<file path="src/rtl/fe_pkg.sv">
package fe_pkg;

  localparam int OPC_W = 3;

  typedef enum logic [OPC_W-1:0] {
    OP_LOAD  = 3'd0,
    OP_STORE = 3'd1,
    OP_ADD   = 3'd2,
    OP_SUB   = 3'd3,
    OP_JMP   = 3'd4,
    OP_JZ    = 3'd5,
    OP_HALT  = 3'd6,
    OP_NOP   = 3'd7
  } opcode_e;

  typedef enum logic [3:0] {
    ST_PC2MAR,
    ST_FRD,
    ST_FMDR,
    ST_CIR,
    ST_INC,
    ST_DEC,
    ST_OPA,
    ST_ORD,
    ST_OMDR,
    ST_EXEC,
    ST_WR,
    ST_HALT
  } state_e;

  typedef enum logic [1:0] {
    ALU_PASS,
    ALU_ADD,
    ALU_SUB
  } alu_op_e;

  typedef struct packed {
    logic mar_from_pc;
    logic mar_from_ir;
    logic mdr_from_mem;
    logic mdr_from_acc;
    logic cir_ld;
    logic pc_inc;
    logic pc_jump;
    logic acc_ld;
    logic mem_we;
  } ctl_t;

endpackage

</file>
<file path="src/rtl/fe_alu.sv">
module fe_alu
  import fe_pkg::*;
#(
  parameter int W = 8
) (
  input  logic [W-1:0] a_i,
  input  logic [W-1:0] b_i,
  input  alu_op_e      op_i,
  output logic [W-1:0] y_o
);

  always_comb begin
    unique case (op_i)
      ALU_ADD: y_o = a_i + b_i;
      ALU_SUB: y_o = a_i - b_i;
      default: y_o = b_i;
    endcase
  end

endmodule

</file>
<file path="src/rtl/fe_ctrl.sv">
module fe_ctrl
  import fe_pkg::*;
(
  input  logic    clk_i,
  input  logic    rst_ni,
  input  opcode_e opcode_i,
  input  logic    acc_zero_i,
  output state_e  state_o,
  output ctl_t    ctl_o,
  output alu_op_e alu_op_o
);

  state_e state_q, state_d;

  always_ff @(posedge clk_i or negedge rst_ni) begin
    if (!rst_ni) state_q <= ST_PC2MAR;
    else         state_q <= state_d;
  end

  always_comb begin
    state_d = state_q;
    ctl_o   = '0;
    unique case (state_q)
      ST_PC2MAR: begin
        ctl_o.mar_from_pc = 1'b1;
        state_d = ST_FRD;
      end
      ST_FRD:  state_d = ST_FMDR;
      ST_FMDR: begin
        ctl_o.mdr_from_mem = 1'b1;
        state_d = ST_CIR;
      end
      ST_CIR: begin
        ctl_o.cir_ld = 1'b1;
        state_d = ST_INC;
      end
      ST_INC: begin
        ctl_o.pc_inc = 1'b1;
        state_d = ST_DEC;
      end
      ST_DEC: begin
        unique case (opcode_i)
          OP_JMP: begin
            ctl_o.pc_jump = 1'b1;
            state_d = ST_PC2MAR;
          end
          OP_JZ: begin
            ctl_o.pc_jump = acc_zero_i;
            state_d = ST_PC2MAR;
          end
          OP_HALT: state_d = ST_HALT;
          OP_NOP:  state_d = ST_PC2MAR;
          default: state_d = ST_OPA;
        endcase
      end
      ST_OPA: begin
        ctl_o.mar_from_ir = 1'b1;
        if (opcode_i == OP_STORE) begin
          ctl_o.mdr_from_acc = 1'b1;
          state_d = ST_WR;
        end else begin
          state_d = ST_ORD;
        end
      end
      ST_ORD:  state_d = ST_OMDR;
      ST_OMDR: begin
        ctl_o.mdr_from_mem = 1'b1;
        state_d = ST_EXEC;
      end
      ST_EXEC: begin
        ctl_o.acc_ld = 1'b1;
        state_d = ST_PC2MAR;
      end
      ST_WR: begin
        ctl_o.mem_we = 1'b1;
        state_d = ST_PC2MAR;
      end
      ST_HALT: state_d = ST_HALT;
      default: state_d = ST_PC2MAR;
    endcase
  end

  always_comb begin
    unique case (opcode_i)
      OP_ADD:  alu_op_o = ALU_ADD;
      OP_SUB:  alu_op_o = ALU_SUB;
      default: alu_op_o = ALU_PASS;
    endcase
  end

  assign state_o = state_q;


  halt_sticky_chk: assert property (@(posedge clk_i) disable iff (!rst_ni)
    state_q == ST_HALT |=> state_q == ST_HALT);


  we_single_chk: assert property (@(posedge clk_i) disable iff (!rst_ni)
    ctl_o.mem_we |=> !ctl_o.mem_we);


  fetch_order_chk: assert property (@(posedge clk_i) disable iff (!rst_ni)
    state_q == ST_CIR |=> state_q == ST_INC && $past(state_q, 2) == ST_FMDR);

endmodule

</file>
<file path="src/rtl/fe_regs.sv">
module fe_regs
  import fe_pkg::*;
#(
  parameter int ADDR_W = 5,
  parameter int WORD_W = ADDR_W + OPC_W
) (
  input  logic              clk_i,
  input  logic              rst_ni,
  input  ctl_t              ctl_i,
  input  logic [WORD_W-1:0] mem_rdata_i,
  input  logic [WORD_W-1:0] alu_y_i,
  output logic [ADDR_W-1:0] pc_o,
  output logic [ADDR_W-1:0] mar_o,
  output logic [WORD_W-1:0] mdr_o,
  output logic [WORD_W-1:0] cir_o,
  output logic [WORD_W-1:0] acc_o
);

  logic [ADDR_W-1:0] pc_q, mar_q;
  logic [WORD_W-1:0] mdr_q, cir_q, acc_q;
  logic [ADDR_W-1:0] ir_addr;

  assign ir_addr = cir_q[ADDR_W-1:0];

  always_ff @(posedge clk_i or negedge rst_ni) begin
    if (!rst_ni)               pc_q <= '0;
    else if (ctl_i.pc_jump)    pc_q <= ir_addr;
    else if (ctl_i.pc_inc)     pc_q <= pc_q + 1'b1;
  end

  always_ff @(posedge clk_i or negedge rst_ni) begin
    if (!rst_ni)                 mar_q <= '0;
    else if (ctl_i.mar_from_pc)  mar_q <= pc_q;
    else if (ctl_i.mar_from_ir)  mar_q <= ir_addr;
  end

  // all memory traffic passes through the data register
  always_ff @(posedge clk_i or negedge rst_ni) begin
    if (!rst_ni)                 mdr_q <= '0;
    else if (ctl_i.mdr_from_mem) mdr_q <= mem_rdata_i;
    else if (ctl_i.mdr_from_acc) mdr_q <= acc_q;
  end

  always_ff @(posedge clk_i or negedge rst_ni) begin
    if (!rst_ni)           cir_q <= '0;
    else if (ctl_i.cir_ld) cir_q <= mdr_q;
  end

  always_ff @(posedge clk_i or negedge rst_ni) begin
    if (!rst_ni)           acc_q <= '0;
    else if (ctl_i.acc_ld) acc_q <= alu_y_i;
  end

  assign pc_o  = pc_q;
  assign mar_o = mar_q;
  assign mdr_o = mdr_q;
  assign cir_o = cir_q;
  assign acc_o = acc_q;


  pc_step_chk: assert property (@(posedge clk_i) disable iff (!rst_ni)
    1'b1 |=> (pc_q == $past(pc_q)) || (pc_q == ADDR_W'($past(pc_q) + 1'b1))
             || (pc_q == $past(ir_addr)));


  mdr_capture_chk: assert property (@(posedge clk_i) disable iff (!rst_ni)
    ctl_i.mdr_from_mem |=> mdr_q == $past(mem_rdata_i));

endmodule

</file>
<file path="src/rtl/acc_fetch_core.sv">
module acc_fetch_core
  import fe_pkg::*;
#(
  parameter int ADDR_W = 5,
  localparam int WORD_W = ADDR_W + OPC_W
) (
  input  logic              clk_i,
  input  logic              rst_ni,
  output logic [ADDR_W-1:0] mem_addr_o,
  output logic [WORD_W-1:0] mem_wdata_o,
  input  logic [WORD_W-1:0] mem_rdata_i,
  output logic              mem_we_o,
  output logic [WORD_W-1:0] acc_o,
  output logic [ADDR_W-1:0] pc_o,
  output logic              halted_o
);

  state_e            state;
  ctl_t              ctl;
  alu_op_e           alu_op;
  logic [ADDR_W-1:0] pc, mar;
  logic [WORD_W-1:0] mdr, cir, acc, alu_y;
  opcode_e           opcode;

  assign opcode = opcode_e'(cir[WORD_W-1:ADDR_W]);

  fe_ctrl u_ctrl (
    .clk_i      (clk_i),
    .rst_ni     (rst_ni),
    .opcode_i   (opcode),
    .acc_zero_i (acc == '0),
    .state_o    (state),
    .ctl_o      (ctl),
    .alu_op_o   (alu_op)
  );

  fe_regs #(
    .ADDR_W (ADDR_W),
    .WORD_W (WORD_W)
  ) u_regs (
    .clk_i       (clk_i),
    .rst_ni      (rst_ni),
    .ctl_i       (ctl),
    .mem_rdata_i (mem_rdata_i),
    .alu_y_i     (alu_y),
    .pc_o        (pc),
    .mar_o       (mar),
    .mdr_o       (mdr),
    .cir_o       (cir),
    .acc_o       (acc)
  );

  fe_alu #(
    .W (WORD_W)
  ) u_alu (
    .a_i  (acc),
    .b_i  (mdr),
    .op_i (alu_op),
    .y_o  (alu_y)
  );

  assign mem_addr_o  = mar;
  assign mem_wdata_o = mdr;
  assign mem_we_o    = ctl.mem_we;
  assign acc_o       = acc;
  assign pc_o        = pc;
  assign halted_o    = (state == ST_HALT);


  mar_from_pc_chk: assert property (@(posedge clk_i) disable iff (!rst_ni)
    state == ST_PC2MAR |=> mem_addr_o == $past(pc_o));


  acc_hold_chk: assert property (@(posedge clk_i) disable iff (!rst_ni)
    state != ST_EXEC |=> $stable(acc_o));


  jump_target_chk: assert property (@(posedge clk_i) disable iff (!rst_ni)
    (state == ST_DEC && opcode == OP_JMP) |=> pc_o == $past(cir[ADDR_W-1:0]));


  store_data_chk: assert property (@(posedge clk_i) disable iff (!rst_ni)
    mem_we_o |-> mem_wdata_o == acc_o);


  halt_no_write_chk: assert property (@(posedge clk_i) disable iff (!rst_ni)
    halted_o |-> !mem_we_o && $stable(pc_o));

endmodule

</file>
<file path="config.mk">
export PLATFORM = sky130hd
export DESIGN_NAME = acc_fetch_core
export DESIGN_NICKNAME = d
export VERILOG_FILES = /design/src/rtl/fe_pkg.sv /design/src/rtl/fe_alu.sv /design/src/rtl/fe_ctrl.sv /design/src/rtl/fe_regs.sv /design/src/rtl/acc_fetch_core.sv
export SDC_FILE = /design/constraint.sdc
export NUM_CORES = 1
export LEC_CHECK = 0
export BUFFER_PORTS_ARGS = -buffer_cell sky130_fd_sc_hd__buf_2
export CAP_MARGIN = 30
export CELL_PAD_IN_SITES_DETAIL_PLACEMENT = 0
export CELL_PAD_IN_SITES_GLOBAL_PLACEMENT = 2
export CORE_AREA = 4 4 93 95
export DETAILED_ROUTE_END_ITERATION = 8
export DIE_AREA = 0 0 97 99
export PLACE_DENSITY = 0.8
export SYNTH_ARGS = -nofsm -noshare
export SYNTH_HDL_FRONTEND = slang
export SYNTH_SLANG_ARGS = --single-unit
</file>
<file path="constraint.sdc">
create_clock -name clk_i -period 5.6 [get_ports clk_i]
set_clock_uncertainty 0.05 [all_clocks]
set_input_delay 0.28 -clock clk_i [delete_from_list [all_inputs] [get_ports clk_i]]
set_output_delay 0.28 -clock clk_i [all_outputs]
set_load 0.02 [all_outputs]
</file>
Word level (Yosys, flattened, before mapping)

Cells that the tools add are included.

Latch bits: 0
Flip-flop bits (word level): 38
Output and inout port bits: 28
Logic and storage cells: 58
Memory bits (read-only): 0
RAM bits: 0
Input bits: 10
Memories: 0

Shifts and indexed selects: 0
Divide/modulo/power cells: 0
Mux-type cells: 22
Add/sub/neg operators: 3
Multipliers: 0
Equality and inequality tests: 20
Order comparisons: 0
Reduce and logical (&&, ||, !) cells: 7
Bitwise gates (word level): 0

Operators by type and width:

| operator                                                               | count |
|---|---|
| 4-bit case mux with 10 select lines                                    | 1 |
| 5-bit 2-to-1 mux                                                       | 4 |
| 4-bit by 3-bit equality test with 1-bit output (second input constant) | 4 |
| 4-bit equality test (second input constant)                            | 4 |
| 8-bit 2-to-1 mux                                                       | 2 |
| 8-bit case mux with 2 select lines                                     | 1 |
| 3-bit equality test (second input constant)                            | 4 |
| 1-bit 2-to-1 mux                                                       | 10 |
| 8-bit adder                                                            | 1 |
| 4-bit by 2-bit equality test with 1-bit output (second input constant) | 2 |
| 8-bit logical NOT                                                      | 1 |
| 4-bit case mux with 2 select lines                                     | 1 |
| 8-bit subtractor                                                       | 1 |
| 3-bit by 2-bit equality test with 1-bit output (second input constant) | 2 |
| 2-bit nonzero test                                                     | 3 |
| 5-bit by 1-bit adder with 5-bit output (second input constant)         | 1 |
| 4-bit by 1-bit equality test with 1-bit output (second input constant) | 1 |
| 4-bit logical NOT                                                      | 1 |
| 4-bit 2-to-1 mux                                                       | 1 |
| 2-bit case mux with 2 select lines                                     | 1 |
| 3-bit by 1-bit equality test with 1-bit output (second input constant) | 1 |
| 3-bit OR reduction                                                     | 1 |
| 2-bit by 1-bit equality test with 1-bit output (second input constant) | 1 |
| 2-bit equality test (second input constant)                            | 1 |
| 2 further kinds                                                        | 2 |

Depth between registers and ports, before layout

Gate-level depths: netlist of run 1.

Word-level depth: 5
Depth in mapped cells: 14
Depth with buffers taken out: 13

Cells and area by module

Synthesis of run 1 repeated with hierarchy kept, for this count alone.

Cell total of the unflattened synthesis: 237
Area total of the unflattened synthesis: 2,342.2 um^2

By module, submodules not included:

| module         | times used | cells an instance | seq. area each (um^2) | area an instance (um^2) |
|---|---|---|---|---|
| fe_regs        | 1          | 115               | 850.8                 | 1,427.6 |
| fe_alu         | 1          | 70                | 0.0                   | 506.7 |
| fe_ctrl        | 1          | 48                | 100.1                 | 379.1 |
| acc_fetch_core | 1          | 4                 | 0.0                   | 28.8 |

Worst setup path after synthesis of run 1

No wires, ideal clock.

Path kind: reg-to-reg
Start: reg u_regs.cir_q[5] (netlist: u_regs.cir_o[5])
End: reg u_regs.acc_q[7] (netlist: u_regs.acc_o[7])
Setup slack: 2,596 ps
Arrival time: 2,824 ps
Buffers on the path: 1
Cell stages (with the launch flop): 14
Cell sequence: dfrtp_1 > nand2b_1 > or2_2 > ha_1 > clkbuf_1 > mux2i_1 > ha_1 > nor2b_1 > o21ai_0 > o21ai_1 > o31ai_2 > xnor2_1 > mux2i_1 > a22oi_1

Word-level cells in the longest chain between the ends: 4
Elaborated cells between the ends (all ways): 6
Classes of those cells: eq/ne: 4; mux: 2

Ends and longest elaborated chain:

| item                                                                                  | line          | source |
|---|---|---|
| start: declaration                                                                    | fe_regs.sv:20 | `logic [WORD_W-1:0] mdr_q, cir_q, acc_q;` |
| start signal: assignment                                                              | fe_regs.sv:46 | `else if (ctl_i.cir_ld) cir_q <= mdr_q;` |
| 3-bit by 2-bit equality test with 1-bit output                                        | fe_ctrl.sv:84 | `unique case (opcode_i)` |
| 2-bit case mux with 2 select lines (*)                                                | fe_ctrl.sv:84 |  |
| 2-bit equality test or 2-bit by 1-bit equality test with 1-bit output (tied branches) | fe_alu.sv:13  | `unique case (op_i)` |
| 8-bit case mux with 2 select lines (*)                                                | fe_alu.sv:13  |  |
| end signal: assignment                                                                | fe_regs.sv:51 | `else if (ctl_i.acc_ld) acc_q <= alu_y_i;` |
| end: declaration                                                                      | fe_regs.sv:20 |  |

Mark *: on every way between the ends. The rest lies on a longest branch, timed or not.
A chain may end at the register's enable or synchronous reset.

Final worst setup path of run 1

Ends and elaborated chain as after synthesis.

==> impl_summary.txt, run 1 <==
----------------------------------------------------
[Status]
  Run status ... finished, final reports clean

[Worst setup path]
  Type of destination of the critical path ... flip-flop
  Cells traversed along the worst timing path ... nand2b_1, or2_2, ha_1, mux2i_1, ha_1, nor2b_1, o21ai_0, o21ai_1, o31ai_2, xnor2_1, mux2i_1, a22oi_1
  R2R Path Start ... u_regs.cir_o[5]$_DFFE_PN0P_
  Longest individual stage delay on the worst path ... 430 ps
  Maximum fanout encountered on the critical timing path ... 7
  FF-to-FF setup slack ... 2420 ps
  Critical-path cell with the highest stage delay ... sky130_fd_sc_hd__dfrtp_1
  Cells on worst reg2reg path ... 12
  Arrival time at the worst endpoint ... 3300 ps
  Type of element launching the critical path ... flip-flop
  Number of buffers and inverters on the critical path ... 0
  Capture point of the worst reg-to-reg path ... u_regs.acc_o[7]$_DFFE_PN0N_
  Worst setup path category ... flip-flop to flip-flop
  Cell family contributing the most delay on the critical path ... compound AO/OA/AOI/OAI gates
  Data required time of the worst path ... 5720 ps

[Clocking]
  Total number of clock tree sinks ... 38
  Number of buffers inserted by post-CTS setup repair ... 0
  Post-cts hold buffer count ... 0
  Post-CTS sizing ... 0
  Number of buffers added by the clock tree synthesis step ... 5
  Clock-pin transition on the worst setup and hold timing paths ... 80 ps
  Clk root buf ... sky130_fd_sc_hd__clkbuf_8
  Number of H-tree levels ... 2
  CTS tree ... yes
  Clock Latency Late Sink ... approximately 300 ps
  Maximum clock insertion buffer count ... 2

[Die]
  Core ar. ... 7730 um2
  Starting utilization of the core area ... 30.1%
  Horizontal die dimension ... between 90 and 100 um
  Count of boundary I/O pins ... 38
  Die Span Y ... 99 um
  Row count ... 32
  Die area ... 9600 um2

[Yosys]
  Top post-synthesis cells by area ... sky130_fd_sc_hd__dfrtp_1 (41%), sky130_fd_sc_hd__mux2i_1 (6.0%), sky130_fd_sc_hd__nand2_1 (5.5%)
  Number of synthesized flops with an enable pin ... 0
  Count of different cell masters after synthesis ... 45
  Fraction of registers with async set/reset ... 100%
  Number of instances in the synthesized netlist ... between 200 and 250
  Count of state elements after synthesis ... 38
  Nets in the synthesized netlist ... 264
  Sequential cell area fraction in the yosys report ... 40.9%
  Synth Area per Inst ... 9.56 um2
  Netlist area before placement ... 2320 um2
  Most used flip-flop cell after synthesis ... sky130_fd_sc_hd__dfrtp_1
  YS warnings ... 0
  Top cell type's share of synthesized area ... around 40%
  Cell type with the highest aggregate area in the netlist ... sky130_fd_sc_hd__dfrtp_1

[Finish]
  Share of cells above drive strength 1 ... 23.9%
  Final design utilization ... 35.3%
  Antenna fix cells ... 0
  Non-Filler Cell Area, Final ... between 2000 and 3000 um2
  Post-layout net count ... 300
  Area growth, synth to finish ... 17.5%

[Min path]
  Class of the most critical hold timing path ... primary input to async pin

[Timing]
  Final Hold Violating Endpoints ... 0
  Post-layout min period ... 3180 ps
  Relative slew slack ... a little over two fifths
  Finish-stage setup viols ... 0
  Fin worst setup slack ... 2420 ps
  Total Neg Setup Slack ... 0 ps
  RSZ-0062 raised after global routing ... no
  Slew @ Worst Pin ... between 800 and 900 ps
  Pins Over Slew Limit ... 0
  F_max ... ~0.31 GHz
  Fin crit share ... between 50 and 60%

[Job]
  Max-cap violations ... 0

[Placement]
  Placed wire-length estimate ... 4.05 mm
  Post-place instance area ... approximately 2600 um2
  Routability congestion estimate from global placement ... approximately 0.76
  Buffers on Ports ... 37
  Minimum setup slack after placement ... 2440 ps

[Drt]
  Mean routed wirelength per cell ... approximately 15 um
  Drt first pass iters ... 4
  DR vias ... 1821
  Total detailed-routing wirelength ... roughly 5.6 mm
  DR DRC count ... 0
  Antenna violation net count after detailed routing ... 0
  Via-to-Cell Ratio ... 4.77
  Count of routing violations after the opening detailed-route iteration ... 62

[Global route]
  Wire length of the first global-routing pass ... around 9.4 mm
  Largest net degree at the start of global routing ... 39
  Number of global-route vias before repair ... between 1500 and 2000
  Overall track demand over capacity in global routing ... 12.0%
  Antenna violations before repair ... 0
  Aggregate global routing overflow ... 0

----------------------------------------------------
[cells in the mapped netlist, types with 2 or more instances]
library cell and count:
sky130_fd_sc_hd__inv_1 10, sky130_fd_sc_hd__dfrtp_1 38, sky130_fd_sc_hd__a21o_1 3, sky130_fd_sc_hd__xnor2_1 13
sky130_fd_sc_hd__nor2b_1 4, sky130_fd_sc_hd__a31oi_1 3, sky130_fd_sc_hd__nor4_1 3, sky130_fd_sc_hd__buf_2 2
sky130_fd_sc_hd__xor2_1 2, sky130_fd_sc_hd__nor2_2 2, sky130_fd_sc_hd__nor3_1 4, sky130_fd_sc_hd__o21ai_0 18
sky130_fd_sc_hd__clkbuf_1 4, sky130_fd_sc_hd__nor3b_1 2, sky130_fd_sc_hd__a21oi_1 13, sky130_fd_sc_hd__mux2_2 9
sky130_fd_sc_hd__ha_1 10, sky130_fd_sc_hd__a22oi_1 6, sky130_fd_sc_hd__nand4_1 2, sky130_fd_sc_hd__nand2_1 34
sky130_fd_sc_hd__buf_4 3, sky130_fd_sc_hd__or2_2 2, sky130_fd_sc_hd__nand2b_1 5, sky130_fd_sc_hd__nor2_1 17
sky130_fd_sc_hd__mux2i_1 14
[metrics by stage]
stage	hold WS, ps	std cells
after CTS	80.8	382
final	38.1	382
after detailed placement	411	374
after global placement	414	374
after floorplan	-65.6	243
after global routing	124	382
[layer usage]
layer  share of wire, %  wire length [um]  track usage (%)
met5                  0                 0                0
met1                 50              2800             16.7
met3                3.9               218             2.62
met2                 45              2520             18.4
met4                1.4                78             4.54
[flip-flops by register name, summed over array words and instances (netlist names)]
signal	cells
u_regs.pc_o	5
u_ctrl.state_o	4
u_regs.mar_o	5
u_regs.cir_o	8
u_regs.acc_o	8
u_regs.mdr_o	8
[layout by cell type, fill, tap and decap left out, types with 10 or more instances in the layout]
master | netlist | routed
sky130_fd_sc_hd__dfrtp_1 | 38 | 38
sky130_fd_sc_hd__nand2_1 | 34 | 34
sky130_fd_sc_hd__a21oi_1 | 13 | 13
sky130_fd_sc_hd__xnor2_1 | 13 | 13
sky130_fd_sc_hd__o21ai_0 | 18 | 18
sky130_fd_sc_hd__nor2_1 | 17 | 17
sky130_fd_sc_hd__inv_1 | 10 | 10
sky130_fd_sc_hd__ha_1 | 10 | 10
sky130_fd_sc_hd__buf_2 | 2 | 37
sky130_fd_sc_hd__mux2i_1 | 14 | 14
[worst max-delay path by stage]
stage	from	end	slack (ps)	cells past startpoint
final	u_regs.cir_o[5]$_DFFE_PN0P_	u_regs.acc_o[7]$_DFFE_PN0N_	2420	12
after global routing	u_regs.cir_o[5]$_DFFE_PN0P_	u_regs.acc_o[7]$_DFFE_PN0N_	2140	12
after CTS	u_regs.cir_o[5]$_DFFE_PN0P_	u_regs.acc_o[7]$_DFFE_PN0N_	2420	12
after detailed placement	u_regs.cir_o[5]$_DFFE_PN0P_	u_regs.acc_o[7]$_DFFE_PN0N_	2440	12
after global placement	u_regs.cir_o[5]$_DFFE_PN0P_	u_regs.acc_o[7]$_DFFE_PN0N_	2490	12
after floorplan	u_regs.cir_o[5]$_DFFE_PN0P_	u_regs.acc_o[7]$_DFFE_PN0N_	2600	13
[cells by family after synthesis]
| logic type | share of synthesized area, % |
|---|---|
| compound gates | 14.6 |
| simple gates | 18.0 |
| mux | 10.4 |
| flops | 40.9 |
| fa+ha+maj | 6.25 |
| xor+xnor | 5.66 |
| buf+inv | 4.15 |
[area by class of cell]
cell class / instances / area [um2]
timing repair buffer: 39 / 200
clock inverter: 3 / 68.8
tap: 102 / 128
inverter: 10 / 37.5
clock buffer: 5 / 68.8
multi-input combinational: 185 / 1270
fill: 800 / 5000
sequential: 38 / 951
Power of run 1 is left out: the tool's default activity adds up to more than one toggle a clock period on the data nets, which glitch-free logic cannot reach.
==> run 2: changes to the inputs <==
--- a/config.mk
+++ b/config.mk
@@ -5,14 +5,15 @@
 export SDC_FILE = /design/constraint.sdc
 export NUM_CORES = 1
 export LEC_CHECK = 0
+export ABC_AREA = 1
 export BUFFER_PORTS_ARGS = -buffer_cell sky130_fd_sc_hd__buf_2
 export CAP_MARGIN = 30
 export CELL_PAD_IN_SITES_DETAIL_PLACEMENT = 0
 export CELL_PAD_IN_SITES_GLOBAL_PLACEMENT = 2
-export CORE_AREA = 4 4 93 95
+export CORE_AREA = 4 4 96 98
 export DETAILED_ROUTE_END_ITERATION = 8
-export DIE_AREA = 0 0 97 99
-export PLACE_DENSITY = 0.8
+export DIE_AREA = 0 0 100 102
+export PLACE_DENSITY = 0.83
 export SYNTH_ARGS = -nofsm -noshare
 export SYNTH_HDL_FRONTEND = slang
 export SYNTH_SLANG_ARGS = --single-unit
==> constraint.sdc (replaced) <==
create_clock -name clk_i -period 3.2 [get_ports clk_i]
set_clock_uncertainty 0.05 [all_clocks]
set_input_delay 0.16 -clock clk_i [delete_from_list [all_inputs] [get_ports clk_i]]
set_output_delay 0.16 -clock clk_i [all_outputs]
set_load 0.02 [all_outputs]
==> impl_summary.txt, run 2 <==
----------------------------------------------------
[Status]
  Run status ... finished, final reports clean

[Drt]
  DR vias ... 2261
  Total detailed-routing wirelength ... ~6.8 mm
  Antenna violation net count after detailed routing ... 0
  DR DRC count ... 0
  Drt first pass iters ... 4
  Via-to-Cell Ratio ... 4.86
  Mean routed wirelength per cell ... ~15 um
  Count of routing violations after the opening detailed-route iteration ... 68

[Global route]
  Wire length of the first global-routing pass ... 11.3 mm
  Largest net degree at the start of global routing ... 39
  Antenna violations before repair ... 0
  Number of global-route vias before repair ... about 2300
  Aggregate global routing overflow ... 0
  Overall track demand over capacity in global routing ... between 10 and 15%

[Clocking]
  Clock-pin transition on the worst setup and hold timing paths ... 80 ps
  Number of buffers inserted by post-CTS setup repair ... 0
  Post-cts hold buffer count ... 1
  Post-CTS sizing ... 0
  Clk root buf ... sky130_fd_sc_hd__clkbuf_8
  Total number of clock tree sinks ... 38
  Maximum clock insertion buffer count ... 2
  CTS tree ... yes
  Number of H-tree levels ... 2
  Clock Latency Late Sink ... 300 ps
  Number of buffers added by the clock tree synthesis step ... 5

[Finish]
  Non-Filler Cell Area, Final ... 2890 um2
  Area growth, synth to finish ... 17.5%
  Filler Cell Count ... 939
  Storage cell area ... 951 um2
  Commonest cells after routing, fill and taps aside ... sky130_fd_sc_hd__nand2_1 (75), sky130_fd_sc_hd__inv_1 (39), sky130_fd_sc_hd__dfrtp_1 (38), sky130_fd_sc_hd__buf_2 (37), sky130_fd_sc_hd__nand3_1 (27)
  Antenna fix cells ... 0
  Most common cell after layout, fill and taps aside ... sky130_fd_sc_hd__nand2_1
  Share of cells above drive strength 1 ... 21.3%
  Post-layout net count ... between 300 and 400
  Area used by multi-input combinational logic ... about 1300 um2

[Timing]
  Fin crit share ... 86.7%
  Total Neg Setup Slack ... 0 ps
  Final Hold Violating Endpoints ... 0
  RSZ-0062 raised after global routing ... no
  Post-layout min period ... 2770 ps
  Relative slew slack ... 39.4%
  F_max ... between 0.3 and 0.4 GHz
  Worst hold slack ... 31.2 ps
  Finish-stage setup viols ... 0
  Fin worst setup slack ... approximately 430 ps
  Pins Over Slew Limit ... 0
  Slew @ Worst Pin ... 908 ps

[Worst setup path]
  Worst setup path category ... flip-flop to flip-flop
  Arrival time at the worst endpoint ... slightly below 3000 ps
  Cells on worst reg2reg path ... 15
  Data required time of the worst path ... 3340 ps
  Type of element launching the critical path ... flip-flop
  Maximum fanout encountered on the critical timing path ... 6
  FF-to-FF setup slack ... 430 ps
  R2R Path Start ... u_regs.cir_o[6]$_DFFE_PN0P_
  Capture point of the worst reg-to-reg path ... u_regs.acc_o[5]$_DFFE_PN0N_
  Worst setup startpoint ... u_regs.cir_o[6]$_DFFE_PN0P_
  Type of destination of the critical path ... flip-flop
  Capture point of the critical path ... u_regs.acc_o[5]$_DFFE_PN0N_

[Yosys]
  Number of instances in the synthesized netlist ... 313
  Count leader, synth ... sky130_fd_sc_hd__nand2_1
  Most used flip-flop cell after synthesis ... sky130_fd_sc_hd__dfrtp_1
  Cell type with the highest aggregate area in the netlist ... sky130_fd_sc_hd__dfrtp_1
  Synth Area per Inst ... roughly 7.8 um2
  Number of synthesized flops with an enable pin ... 0
  Netlist area before placement ... 2460 um2
  Top post-synthesis cells by area ... sky130_fd_sc_hd__dfrtp_1 (39%), sky130_fd_sc_hd__nand2_1 (11%), sky130_fd_sc_hd__inv_1 (6.0%)
  Count of different cell masters after synthesis ... 35
  YS warnings ... 0
  Fraction of registers with async set/reset ... 100%
  Sequential cell area fraction in the yosys report ... 38.7%
  Top cell type's share of synthesized area ... around two fifths
  Count of state elements after synthesis ... 38
  Synth top cells by count ... sky130_fd_sc_hd__nand2_1 (75), sky130_fd_sc_hd__inv_1 (39), sky130_fd_sc_hd__dfrtp_1 (38)
  Nets in the synthesized netlist ... 334

[Power and ir drop]
  Post-route total power ... approximately 3600 uW
  Leakage ... between 0.001 and 0.0015 uW
  P per Cell Area ... 1250 nW/um2
  Maximum ir drop on the vdd rail ... about 0.46 mV

[Die]
  Starting utilization of the core area ... 29.0%
  Core ar. ... 8470 um2
  Count of boundary I/O pins ... 38
  Row count ... 34
  Die Span Y ... between 100 and 150 um
  Horizontal die dimension ... 100 um
  Die area ... roughly 10000 um2

[Placement]
  Minimum setup slack after placement ... 466 ps
  Routability congestion estimate from global placement ... 0.846
  Post-place instance area ... 2770 um2
  Placed wire-length estimate ... around 5.3 mm
  Buffers on Ports ... 37

[Min path]
  Class of the most critical hold timing path ... primary input to flip-flop
  Hold path startpoint ... mem_rdata_i[7]

[Job]
  Max-cap violations ... 0

----------------------------------------------------
-- run 2: changes by cell type in the layout (fill, tap and decap cells not counted), sizes merged, moves of 8 or more --
cell / before / now
nand3: 0 / 27
nor2: 20 / 30
inv: 10 / 47
xnor2: 13 / 5
mux2i: 14 / 0
nand2: 34 / 81
mux2: 9 / 0
-- run 2: layout make-up --
| class | count | share of cell area, % |
|---|---|---|
| multi-input cells | 226 | 45.7 |
| well taps | 108 | 4.68 |
| clock inverters | 3 | 1.39 |
| clock buffers | 5 | 2.38 |
| repair buffers | 38 | 6.76 |
| flip-flops and latches | 38 | 32.9 |
| inverters | 47 | 6.11 |
-- run 2: critical path: stages, from the launching register on --
cell	delay [ps]
sky130_fd_sc_hd__dfrtp_1	440
sky130_fd_sc_hd__inv_1	80
sky130_fd_sc_hd__nor2_1	150
sky130_fd_sc_hd__nand2_1	70
sky130_fd_sc_hd__ha_1	240
sky130_fd_sc_hd__inv_1	150
sky130_fd_sc_hd__nand2_1	130
sky130_fd_sc_hd__xor2_1	170
sky130_fd_sc_hd__inv_1	70
sky130_fd_sc_hd__ha_1	360
sky130_fd_sc_hd__nand2_1	120
sky130_fd_sc_hd__or2_2	320
sky130_fd_sc_hd__nand4_1	70
sky130_fd_sc_hd__nand3_1	100
sky130_fd_sc_hd__nand2_1	80
sky130_fd_sc_hd__nand2_1	40
-- run 2: how the worst min path moves through the flow --
stage                                  end  slack (ps)  cells after the start
3_3_place_gp   u_ctrl.state_o[1]$_DFF_PN0_         300                      1
6_report       u_regs.mdr_o[7]$_DFFE_PN0P_          30                      3
5_1_grt        u_regs.mdr_o[7]$_DFFE_PN0P_          40                      3
4_1_cts        u_regs.mdr_o[7]$_DFFE_PN0P_          30                      3
3_5_place_dp   u_ctrl.state_o[0]$_DFF_PN0_         300                      1
2_1_floorplan  u_ctrl.state_o[0]$_DFF_PN0_        -190                      0
-- run 2: stage by stage --
step,utilization (%),instances
after global routing,34.1,465
after CTS,34.1,465
after global placement,32.7,456
after floorplan,-,313
after detailed placement,32.7,456
final,34.1,465
-- run 2: power breakdown --
part / internal [uW] / total (uW) / leakage, uW / switching [uW]
clock: 230 / 420 / 0.0000579 / 190
sequential: 709 / 972 / 0.000477 / 264
combinational: 772 / 2230 / 0.000896 / 1450
total: 1710 / 3620 / 0.00143 / 1910
-- run 2: layer usage --
layer	GRT usage, %	wire length (um)
met1	18.2	3220
met2	24.2	3260
met3	2.73	281
met4	3.73	72
met5	0	0
-- run 2: cell families (layout without fill, tap and decap cells) --
kind of cell               after synthesis  after routing  synth area share, %
and+or+nand+nor                        148            148                 29.5
DFF                                     38             38                 38.7
AOI/OAI and AO/OA                       58             58                 15.1
xor gates and xnor gates                 9              9                 3.21
buffers and inverters                   49             93                 7.54
adders and majority gates               11             11                 5.91
Note: power is estimated with default switching activity, not from simulation.
